$ cat src/rtl/evtag_pkg.sv
package evtag_pkg;
  localparam int NUM_W  = 12;
  localparam int TYPE_W = 4;
  localparam int WORD_W = NUM_W + TYPE_W;

  localparam logic [TYPE_W-1:0] TYPE_SYNC = 4'b1111;

  localparam logic [1:0] CFG_ENABLES = 2'd0;
  localparam logic [1:0] CFG_FLUSH   = 2'd1;
  localparam logic [1:0] CFG_TIMEOUT = 2'd2;

  typedef enum logic [1:0] {
    ST_IDLE    = 2'd0,
    ST_PRESENT = 2'd1,
    ST_WAIT    = 2'd2
  } seq_state_t;
endpackage

$ cat src/rtl/evtag_cfg.sv
module evtag_cfg
  import evtag_pkg::*;
#(
  parameter int N_RO      = 3,
  parameter int FLUSH_W   = 4,
  parameter int FLUSH_DEF = 4,
  parameter int TMO_W     = 16,
  parameter int TMO_DEF   = 1000
) (
  input  logic               clk,
  input  logic               rst,
  input  logic               we,
  input  logic [1:0]         addr,
  input  logic [TMO_W-1:0]   wdata,
  output logic [N_RO-1:0]    ro_en,
  output logic [FLUSH_W-1:0] flush_cnt,
  output logic [TMO_W-1:0]   tmo_limit
);
  always_ff @(posedge clk) begin
    if (rst) begin
      ro_en     <= '1;
      flush_cnt <= FLUSH_W'(FLUSH_DEF);
      tmo_limit <= TMO_W'(TMO_DEF);
    end else if (we) begin
      case (addr)
        CFG_ENABLES: ro_en     <= wdata[N_RO-1:0];
        CFG_FLUSH:   flush_cnt <= wdata[FLUSH_W-1:0];
        CFG_TIMEOUT: tmo_limit <= wdata;
        default: ;
      endcase
    end
  end
endmodule

$ cat src/rtl/evtag_resp_track.sv
module evtag_resp_track #(
  parameter int N_RO = 3
) (
  input  logic            clk,
  input  logic            rst,
  input  logic            clear,
  input  logic            track,
  input  logic [N_RO-1:0] busy,
  input  logic [N_RO-1:0] en,
  output logic            all_done
);
  logic [N_RO-1:0] seen_q;
  logic [N_RO-1:0] ok;

  for (genvar i = 0; i < N_RO; i++) begin : g_ro
    always_ff @(posedge clk) begin
      if (rst || clear) seen_q[i] <= 1'b0;
      else if (track && en[i] && busy[i]) seen_q[i] <= 1'b1;
    end
    // a disabled readout counts as acknowledged and idle
    assign ok[i] = ~en[i] | (seen_q[i] & ~busy[i]);
  end

  assign all_done = &ok;
endmodule

$ cat src/rtl/evtag_lost_ctr.sv
module evtag_lost_ctr #(
  parameter int LOST_W = 8
) (
  input  logic              clk,
  input  logic              rst,
  input  logic              inc,
  output logic [LOST_W-1:0] count
);
  always_ff @(posedge clk) begin
    if (rst) count <= '0;
    else if (inc && (count != {LOST_W{1'b1}})) count <= count + LOST_W'(1);
  end
endmodule

$ cat src/rtl/evtag_seq.sv
module evtag_seq
  import evtag_pkg::*;
#(
  parameter int FLUSH_W = 4,
  parameter int TMO_W   = 16
) (
  input  logic               clk,
  input  logic               rst,
  input  logic               l1_accept,
  input  logic [TYPE_W-1:0]  special_type,
  input  logic               sync_req,
  input  logic               resp_done,
  input  logic [FLUSH_W-1:0] flush_cnt,
  input  logic [TMO_W-1:0]   tmo_limit,
  output logic               track_clear,
  output logic               track_en,
  output logic               lost_evt,
  output logic               gen_busy,
  output logic [WORD_W-1:0]  evt_word,
  output logic               evt_strobe,
  output logic               sync_active,
  output logic               timeout_err
);
  seq_state_t         st_q;
  logic [NUM_W-1:0]   num_q;
  logic [NUM_W-1:0]   num_nx;
  logic [FLUSH_W-1:0] rem_q;
  logic [FLUSH_W-1:0] rem_init;
  logic [TMO_W-1:0]   tmo_q;
  logic [TMO_W-1:0]   tmo_last;
  logic               more_sync;

  assign num_nx    = num_q + NUM_W'(1);
  assign rem_init  = (flush_cnt == '0) ? FLUSH_W'(1) : flush_cnt;
  assign tmo_last  = tmo_limit - TMO_W'(1);
  assign more_sync = sync_active && (rem_q > FLUSH_W'(1));

  assign track_clear = (st_q == ST_PRESENT);
  assign track_en    = (st_q == ST_WAIT);
  assign lost_evt    = l1_accept && ((st_q != ST_IDLE) || sync_req);

  always_ff @(posedge clk) begin
    if (rst) begin
      st_q        <= ST_IDLE;
      num_q       <= '0;
      rem_q       <= '0;
      tmo_q       <= '0;
      gen_busy    <= 1'b0;
      evt_word    <= '0;
      evt_strobe  <= 1'b0;
      sync_active <= 1'b0;
      timeout_err <= 1'b0;
    end else begin
      evt_strobe <= 1'b0;
      case (st_q)
        ST_IDLE: begin
          if (sync_req) begin
            num_q       <= num_nx;
            evt_word    <= {TYPE_SYNC, num_nx};
            rem_q       <= rem_init;
            sync_active <= 1'b1;
            gen_busy    <= 1'b1;
            st_q        <= ST_PRESENT;
          end else if (l1_accept) begin
            num_q    <= num_nx;
            evt_word <= {special_type, num_nx};
            gen_busy <= 1'b1;
            st_q     <= ST_PRESENT;
          end
        end
        ST_PRESENT: begin
          evt_strobe <= 1'b1;
          tmo_q      <= '0;
          st_q       <= ST_WAIT;
        end
        ST_WAIT: begin
          if (resp_done) begin
            if (more_sync) begin
              rem_q    <= rem_q - FLUSH_W'(1);
              num_q    <= num_nx;
              evt_word <= {TYPE_SYNC, num_nx};
              st_q     <= ST_PRESENT;
            end else begin
              gen_busy    <= 1'b0;
              sync_active <= 1'b0;
              rem_q       <= '0;
              st_q        <= ST_IDLE;
            end
          end else if (tmo_q == tmo_last) begin
            timeout_err <= 1'b1;
            gen_busy    <= 1'b0;
            sync_active <= 1'b0;
            rem_q       <= '0;
            st_q        <= ST_IDLE;
          end else begin
            tmo_q <= tmo_q + TMO_W'(1);
          end
        end
        default: st_q <= ST_IDLE;
      endcase
    end
  end
endmodule

$ cat src/rtl/event_tagger.sv
module event_tagger
  import evtag_pkg::*;
#(
  parameter int N_RO      = 3,
  parameter int LOST_W    = 8,
  parameter int FLUSH_W   = 4,
  parameter int FLUSH_DEF = 4,
  parameter int TMO_W     = 16,
  parameter int TMO_DEF   = 1000
) (
  input  logic              clk,
  input  logic              rst,
  input  logic              l1_accept,
  input  logic [3:0]        special_type,
  input  logic              sync_req,
  input  logic [N_RO-1:0]   ro_busy,
  input  logic              cfg_we,
  input  logic [1:0]        cfg_addr,
  input  logic [TMO_W-1:0]  cfg_wdata,
  output logic              gen_busy,
  output logic [15:0]       evt_word,
  output logic              evt_strobe,
  output logic              sync_active,
  output logic [LOST_W-1:0] lost_count,
  output logic              timeout_err
);
  logic [N_RO-1:0]    ro_en;
  logic [FLUSH_W-1:0] flush_cnt;
  logic [TMO_W-1:0]   tmo_limit;
  logic               track_clear;
  logic               track_en;
  logic               resp_done;
  logic               lost_evt;

  evtag_cfg #(
    .N_RO(N_RO), .FLUSH_W(FLUSH_W), .FLUSH_DEF(FLUSH_DEF),
    .TMO_W(TMO_W), .TMO_DEF(TMO_DEF)
  ) u_cfg (
    .clk(clk), .rst(rst), .we(cfg_we), .addr(cfg_addr), .wdata(cfg_wdata),
    .ro_en(ro_en), .flush_cnt(flush_cnt), .tmo_limit(tmo_limit)
  );

  evtag_resp_track #(.N_RO(N_RO)) u_track (
    .clk(clk), .rst(rst), .clear(track_clear), .track(track_en),
    .busy(ro_busy), .en(ro_en), .all_done(resp_done)
  );

  evtag_lost_ctr #(.LOST_W(LOST_W)) u_lost (
    .clk(clk), .rst(rst), .inc(lost_evt), .count(lost_count)
  );

  evtag_seq #(.FLUSH_W(FLUSH_W), .TMO_W(TMO_W)) u_seq (
    .clk(clk), .rst(rst), .l1_accept(l1_accept), .special_type(special_type),
    .sync_req(sync_req), .resp_done(resp_done), .flush_cnt(flush_cnt),
    .tmo_limit(tmo_limit), .track_clear(track_clear), .track_en(track_en),
    .lost_evt(lost_evt), .gen_busy(gen_busy), .evt_word(evt_word),
    .evt_strobe(evt_strobe), .sync_active(sync_active),
    .timeout_err(timeout_err)
  );
endmodule

$ cat config.mk
export PLATFORM = sky130hd
export DESIGN_NAME = event_tagger
export DESIGN_NICKNAME = d
export VERILOG_FILES = /design/src/rtl/evtag_pkg.sv /design/src/rtl/evtag_cfg.sv /design/src/rtl/evtag_resp_track.sv /design/src/rtl/evtag_lost_ctr.sv /design/src/rtl/evtag_seq.sv /design/src/rtl/event_tagger.sv
export SDC_FILE = /design/constraint.sdc
export NUM_CORES = 1
export LEC_CHECK = 0
export BUFFER_PORTS_ARGS = -buffer_cell sky130_fd_sc_hd__buf_2
export CAP_MARGIN = 20
export CORE_UTILIZATION = 55
export DETAILED_ROUTE_END_ITERATION = 6
export PLACE_DENSITY_LB_ADDON = 0.25
export SYNTH_ARGS = -nofsm -noshare
export SYNTH_HDL_FRONTEND = slang
export SYNTH_SLANG_ARGS = --single-unit
$ cat constraint.sdc
create_clock -name clk -period 3.22 [get_ports clk]
set_input_delay 0.161 -clock clk [delete_from_list [all_inputs] [get_ports clk]]
set_output_delay 0.161 -clock clk [all_outputs]
set_load 0.05 [all_outputs]
==> results of run 1 <==
==> cell usage in the layout, fill, tap and decap left out, drive strengths merged, types with 8 or more instances in the layout <==
master / netlist / routed
inv: 11 / 12
xor2: 22 / 22
a21oi: 29 / 29
nor3: 16 / 16
and3: 9 / 9
nand3: 17 / 17
nor2: 49 / 49
clkbuf: 19 / 9
xnor2: 12 / 12
nand2b: 8 / 8
o21ai: 17 / 17
mux2i: 22 / 22
a211oi: 10 / 10
or3: 15 / 15
nand2: 75 / 75
nand4: 9 / 9
buf: 4 / 63
dfxtp: 76 / 76
==> state kept, by name, summed over array words and instances (netlist names) <==
name               flops
u_cfg.tmo_limit       16
u_seq.evt_word        16
u_seq.tmo_q           16
u_lost.count           8
u_cfg.flush_cnt        4
u_seq.rem_q            4
u_cfg.ro_en            3
u_track.seen_q         3
u_seq.st_q             2
u_seq.evt_strobe       1
u_seq.gen_busy         1
u_seq.sync_active      1
u_seq.timeout_err      1
==> power by group through the flow <==
stage          Combinational (µW)  Clock (µW)  Sequential, µW
3_3_place_gp                  362           0            1060
6_report                      372         790            1040
2_1_floorplan                 213           0            1120
5_1_grt                       412         839            1050
3_5_place_dp                  371           0            1060
4_1_cts                       373         803            1040
==> worst paths after layout <==
kind                                   start                               to  slack [ps]  cells past startpoint
max          u_cfg.tmo_limit[2]$_SDFFE_PP0P_      u_seq.tmo_q[3]$_SDFFE_PP0P_         220                      9
min                             cfg_wdata[6]  u_cfg.tmo_limit[6]$_SDFFE_PP1P_          20                      3
max reg2reg  u_cfg.tmo_limit[2]$_SDFFE_PP0P_      u_seq.tmo_q[3]$_SDFFE_PP0P_         220                      9
min reg2reg   u_seq.timeout_err$_SDFFE_PP0P_   u_seq.timeout_err$_SDFFE_PP0P_         470                      1
==> cell type report <==
class,instances,area [µm²],share of cell area (%)
Tap cell,96,120.1,2.631
Clock inverter,6,88.84,1.946
Inverter,11,41.29,0.9044
Sequential cell,76,1521,33.32
Timing Repair Buffer,63,330.3,7.235
Multi-Input combinational cell,385,2340,51.25
Clock buffer,9,123.9,2.713
==> critical path: cells and delay by family, from the launching register on <==
family	cells	cell delay [ps]
and+or+nand+nor	5	1730
DFF	1	350
AOI/OAI and AO/OA	3	630
buffers and inverters	1	210
==> per-layer routing <==
layer	vias up	track usage (%)	wire (µm)	part of all wire (%)
li1	1856	-	-	-
met1	1706	37.65	4513	49
met2	97	39.66	4144	45
met3	14	4.834	422	4.6
met4	0	10.13	152	1.6
met5	-	0	0	0
==> logic make-up (layout without fill, tap and decap cells) <==
logic type / count (synthesis) / after routing / share of synthesized area (%)
multiplexers: 22 / 22 / 5.515
buffers and inverters: 34 / 89 / 3.322
AND/OR/NAND/NOR: 232 / 232 / 28.55
flip-flops: 76 / 76 / 38.11
adder cells (fa/ha/maj): 6 / 6 / 1.880
AO/OA/AOI/OAI: 91 / 91 / 15.17
XOR/XNOR: 34 / 34 / 7.458
==> stage by stage <==
step | hold WS [ps] | instances
after floorplan | 285.0 | 495
after global placement | 370.8 | 631
after detailed placement | 377.1 | 631
after CTS | 12.23 | 646
after global routing | 14.69 | 646
final | 17.47 | 646
==> summary by stage, run 1 <==
Power and ir drop
The static leakage is 0.001786 µW. Dividing total power by cell area gives a power density of ~480 mW/mm². The total power is 2200 µW.

The switching portion of total power is between 20 and 30%. The clock share of power is a little over a third. The power share of the sequential group is 47.2%.

The cell internal power dissipation is 1550 µW. The portion of total power attributed to combinational logic is 16.9%. The worst-case IR drop observed on VDD is 0.3255 mV. For this design the total switching power over the nets is 650.1 µW.

Global routing
The number of antenna violations at the first check in global routing is 0. The maximum number of pins on one net before global-route repair is 31. The number of global-route vias before repair is between 3000 and 4000. The total congestion overflow after global routing is 0. The first global-routing pass estimated 15550 µm of wire. Global routing used 26.40% of the available tracks.

Critical path
For this run, the slowest stage of the critical path takes 490 ps. The worst setup path is of the flop to flop kind. The largest individual stage delay along the critical path comes from the cell sky130_fd_sc_hd__nor3_1. Walking the worst path, the cells encountered are nor3_1, nand3_1, nor4_1, o21ai_0, nor4_1, a21o_1, buf_4, o2111ai_1, nand2_1. Along the worst path, the maximum fanout reaches 11. STA classifies the critical path endpoint as a flop. The launching element type of the critical path is a flop. STA puts the critical path data arrival time at between 3000 and 4000 ps. The critical path required time is between 3000 and 4000 ps. The cell type with the highest occurrence count on the critical path is sky130_fd_sc_hd__nor4_1.

Timing
The transition time at the pin with the least slew margin is around 730 ps. Based on the critical path, the design can be clocked at up to about 0.33 GHz. The final critical delay including setup and external delays is 2998 ps. Setup violations remaining at the end of the flow were counted as 0.

The final worst clock skew is roughly 11 ps. The final hold violation count is 0. After layout, the worst setup slack is about 220 ps. The worst path uses 93.12% of the clock period. Setup repair after global routing left no endpoint under its margin. The sum of negative setup slack is 0 ps. Measured against its own limit, the worst slew margin works out to 50.31%. The number of max-slew violations in the final report is 0.

Clock network
The largest buffer count on any clock path is 2. The count of H-tree levels built during CTS is 3. The TritonCTS clock tree is yes. For this design, the CTS-stage hold fixing added 0 buffers. Clock-pin slew was measured on the worst setup and hold paths at 80 ps.

CTS saw 76 sinks. The number of setup buffers added after CTS is 0. After clock tree synthesis, the repair step resized 0 gates.

The clock tree root buffer cell is sky130_fd_sc_hd__clkbuf_8. The total CTS buffers is 9. Clock latency on the worst-skew pair, taken at its later pin, is about 350 ps.

Logic synthesis
In the synthesized netlist, the cells that appear most often are sky130_fd_sc_hd__dfxtp_1, sky130_fd_sc_hd__nand2_1, sky130_fd_sc_hd__nor2_1, sky130_fd_sc_hd__a21oi_1. By area the synthesized netlist is led by sky130_fd_sc_hd__dfxtp_1, sky130_fd_sc_hd__nand2_1, sky130_fd_sc_hd__mux2i_1. Counting flops with a built-in enable in the synthesized netlist gives 0. The flip-flop and latch count after synthesis is 76. The netlist uses 55 different library cells.

After synthesis, flip-flops and latches occupy roughly two fifths of the total area. For this run, the number of Yosys warnings is 0. The most used flip-flop cell after synthesis is sky130_fd_sc_hd__dfxtp_1. The net count of the mapped netlist is 531.

sky130_fd_sc_hd__dfxtp_1 takes more of the synthesized area than any other cell. Yosys instantiated no cell more often than sky130_fd_sc_hd__dfxtp_1. Averaged over all synthesized cells, the footprint is between 8 and 9 µm².

Synthesis produced 495 cells. The cell area after synthesis is 0.003993 mm². Of all flip-flops after synthesis, the portion carrying an async set or reset was 0%. The share of the synthesized area in the top cell type is roughly two fifths.

Detailed routing
The final wirelength is 9232 µm. Dividing the detail-routed wire length by the instance count gives 14.29 µm. The via density per instance is 5.686. The total vias in the final route is around 3700. The post-detailed-route count of antenna-violating nets is 0. Before antenna repair, the detailed router went through 6 iterations. The detailed router finished its first iteration with 185 violations.

For this run, design rule violations remaining after detail routing come to 0.

Place
The worst setup timing slack at the placement stage is 253.9 ps. The detailed placer's ending HPWL is 6743 µm. The final estimated routing congestion in global placement is 0.8942. Once placement finished, the instance area stood at 0.004352 mm². The total of buffers placed on input and output ports is 57.

Floorplanning
The placeable core area is 0.006907 mm². The width of the chip is 87.20 µm. During I/O placement, the number of pins put on the boundary was between 50 and 60. The overall die height is between 80 and 90 µm. The die covers 0.007604 mm². The number of core rows is 30. For this configuration, the core starts out at a cell density of 57.81%.

Finish
Relative to the synthesized area, the layout overhead comes to 14.35%. The filler cells instantiated in the layout total 630. The post-layout net count is 582.

Summing all non-filler instances in the final layout gives an area of 0.004566 mm². At the end of the flow the core is filled with cells to 66.11%. The fraction of final layout cells with drive strength greater than 1 is 15.45%. 0 antenna diodes ended up in the layout.

Flow run
The number of violations of the max-capacitance limit is 0.

Min path
In this run the worst hold path is classified as input pin to flop.

Status
The run finished with clean final reports.
No activity file was read; power rests on OpenSTA's default activity.
==> run 2: changes to the inputs <==
--- a/config.mk
+++ b/config.mk
@@ -9,4 +9,5 @@
 export CAP_MARGIN = 20
-export CORE_UTILIZATION = 55
+export CORE_UTILIZATION = 57
 export DETAILED_ROUTE_END_ITERATION = 6
+export GPL_ROUTABILITY_DRIVEN = 0
 export PLACE_DENSITY_LB_ADDON = 0.25
==> constraint.sdc (replaced) <==
create_clock -name clk -period 3.22 [get_ports clk]
set_input_delay 0.483 -clock clk [delete_from_list [all_inputs] [get_ports clk]]
set_output_delay 0.483 -clock clk [all_outputs]
set_load 0.05 [all_outputs]
==> summary by stage, run 2 (synthesis gave the netlist of run 1 again) <==
Flow run
The number of violations of the max-capacitance limit is 0 (unchanged).

Finish
The post-route non-filler standard cell count was 646 (unchanged). In the layout the commonest cells are sky130_fd_sc_hd__dfxtp_1, sky130_fd_sc_hd__nand2_1, sky130_fd_sc_hd__buf_2. The post-layout net count is 581 (-0.17%).

The diode insertion count for antenna repair is 0 (unchanged). The library cell used most frequently in the layout, excluding fill and tap cells, is sky130_fd_sc_hd__dfxtp_1. The fraction of final layout cells with drive strength greater than 1 came to 16.00% (+0.55 points). The final non-filler cell area came to 0.004602 mm² (+0.79%). In the final layout, the registers with the most flip-flops are u_cfg.tmo_limit: 16 flops, u_seq.evt_word: 16 flops, u_seq.tmo_q: 16 flops. The area growth from synthesis to layout is 15.26%.

Global routing
The first-pass GRT wire length came to 15570 µm (+0.18%). The total congestion overflow after global routing is 0 (unchanged). The maximum number of pins on one net before global-route repair is 56 (+81%).

The number of global-route vias before repair is 3451 (+5.8%). The number of antenna violations at the first check in global routing is 0 (unchanged). The overall track demand over capacity in global routing is 26.79% (+0.39 points).

Detailed routing
The count of unresolved DRC violations after routing is 0 (unchanged). The total vias in the final route is 3721 (+1.3%). The via density per instance is 5.760 (+1.3%). The routed length per placed instance is 14.42 µm (+0.91%).

The number of detailed-route iterations in the first pass is 5 (-1). The final wirelength is 9316 µm (+0.91%). The number of DRC markers in iteration 0 is 245 (+32%). The post-detailed-route count of antenna-violating nets is 0 (unchanged).

Clock network
The total CTS buffers is 9 (unchanged). The largest buffer count on any clock path is 2 (unchanged). The TritonCTS clock tree is yes. The number of hold-repair buffers added at the cts stage was 0 (unchanged). The clock insertion delay at the later pin of the skew report is 350 ps (about the same). The clock tree root buffer cell is sky130_fd_sc_hd__clkbuf_8. The count of clock tree sinks is 76 (unchanged).

The number of setup buffers added after CTS is 0 (unchanged). The count of H-tree levels built during CTS was 3 (unchanged). The clock transition at the register clock pins on the worst setup and hold paths after CTS is 80 ps (about the same). The post-CTS resize count is 0 (unchanged).

Timing
The maximum clock frequency was 0.3354 GHz (+0.56%). The final worst clock skew is 10.51 ps (-0.04600 ps). The transition time at the pin with the least slew margin came to 731.4 ps (-2.324 ps). The final critical delay including setup and external delays is 2982 ps (-16.69 ps). The max-slew headroom at the worst pin is 51.06% (+0.75 points). The share of the cycle needed by the critical path after routing is 92.60% (-0.52 points). Setup repair after global routing left no endpoint under its margin. The worst hold slack after final layout was 336.9 ps (+319.4 ps). The number of failing setup endpoints in the final timing report came to 0 (unchanged).

The final hold violation count is 0 (unchanged). The sum of negative setup slack came to 0 ps (unchanged). The number of max-slew violations in the final report is 0 (unchanged).

Floorplanning
The width of the chip was 85.70 µm (-1.7%). The placeable core area was 0.006794 mm² (-1.6%). The number of core rows is 30 (unchanged). The number of top-level pins is 58 (unchanged). The overall die height is 85.70 µm (-1.7%). The starting density of the core came to 58.77% (+0.96 points). The die area is 0.007344 mm² (-3.4%).

Critical path
The end of the worst register-to-register path is u_seq.sync_active$_SDFFE_PP0P_. The critical path required time is 3480 ps (-30 ps). The startpoint of the lowest-slack register-to-register path is u_cfg.tmo_limit[2]$_SDFFE_PP0P_.

The critical path capture point type is a flop. The slack of the worst reg-to-reg path came to 240 ps (+20 ps). The critical path class is flop to flop. The first element of the critical path is u_cfg.tmo_limit[2]$_SDFFE_PP0P_. The launching element type of the critical path is a flop.

The data arrival time of the worst path is 3250 ps (-30 ps). The largest fanout of any net on the critical path is 8 (-3). The worst-case reg-to-reg path depth is 8 (-1).

Power and ir drop
The switching portion of total power is 28.83% (-0.72 points). The worst supply voltage drop on vdd is 0.3108 mV (-4.5%). The net switching component of the power is 660.6 µW (+1.6%). The static leakage is 0.001801 µW (+0.82%). The clock share of power is 38.5% (+2.6 points). The portion of total power attributed to combinational logic was 16.1% (-0.8 points). The cell internal power dissipation is 1631 µW (+5.2%). The power share of the sequential group is 45.4% (-1.8 points). The power density relative to cell area came to 497.9 mW/mm² (+3.3%).

Min path
The source of the worst hold timing path is cfg_wdata[9]. The min-delay analysis places its worst path in the category input pin to flop. The sink of the worst hold path is u_cfg.tmo_limit[9]$_SDFFE_PP1P_. The number of instances on the worst hold path is 3 (unchanged).

Place
The total of buffers placed on input and output ports came to 57 (unchanged). The instance area after placement is 0.004349 mm² (about the same). The detailed placer's ending HPWL is 6540 µm (-3.0%). The number of placed instances with taps included came to 630 (-0.16%).

Status
The run finished with clean final reports.
[run 2: cell types whose count changed in the layout (fill, tap and decap cells not counted), sizes merged]
cell,change
clkinv,+2
clkinvlp,-2
buf,-1
bufinv,+1
clkbuf,+1
inv,-1
[run 2: metal layers]
layer  track usage, %  wire [µm]  vias to the layer above
li1                 -          -                     1850
met1            32.39       4125                     1728
met2            45.09       4458                      109
met5                0          0                        -
met3            6.064        418                       34
met4            13.03        314                        0
[run 2: power by group through the flow]
stage | registers, µW | logic, µW | clock network, µW
6_report | 1040 | 369 | 882
5_1_grt | 1050 | 407 | 946
4_1_cts | 1040 | 369 | 899
3_5_place_dp | 1060 | 367 | 0
3_3_place_gp | 1060 | 360 | 0
2_1_floorplan | 1120 | 213 | 0
[run 2: critical path: stages (launching register included)]
cell and delay (ps):
sky130_fd_sc_hd__dfxtp_1 360, sky130_fd_sc_hd__or3_1 520, sky130_fd_sc_hd__or4_1 520, sky130_fd_sc_hd__a31oi_1 240
sky130_fd_sc_hd__o22ai_1 140, sky130_fd_sc_hd__or4_4 580, sky130_fd_sc_hd__o21ai_4 210, sky130_fd_sc_hd__a21oi_1 100
sky130_fd_sc_hd__a311oi_2 230
[run 2: cell type report]
class / count / area (µm²)
repair buffers: 62 / 322.8
flip-flops and latches: 76 / 1521
clock buffers: 10 / 127.6
inverters: 11 / 41.29
fillers: 585 / 2192
well taps: 96 / 120.1
clock inverters: 6 / 112.6
multi-input cells: 385 / 2356
[run 2: how the worst max path moves through the flow]
stage	to	slack, ps	depth (start not counted)
6_report	u_seq.sync_active$_SDFFE_PP0P_	240	8
5_1_grt	u_seq.gen_busy$_SDFFE_PP0P_	50	8
4_1_cts	u_seq.tmo_q[13]$_SDFFE_PP0P_	90	10
3_5_place_dp	u_seq.tmo_q[13]$_SDFFE_PP0P_	100	10
3_3_place_gp	u_seq.tmo_q[13]$_SDFFE_PP0P_	230	8
2_1_floorplan	u_seq.sync_active$_SDFFE_PP0P_	480	9
[run 2: metrics by stage]
stage / total power, µW / setup slack (ps) / utilization [%]
global placement: 1417 / 234.9 / 64.01
CTS: 2306 / 88.32 / 67.55
global route: 2400 / 51.20 / 67.73
detailed placement: 1427 / 99.47 / 64.01
floorplan: 1330 / 482.4 / -
finish: 2291 / 238.2 / 67.73
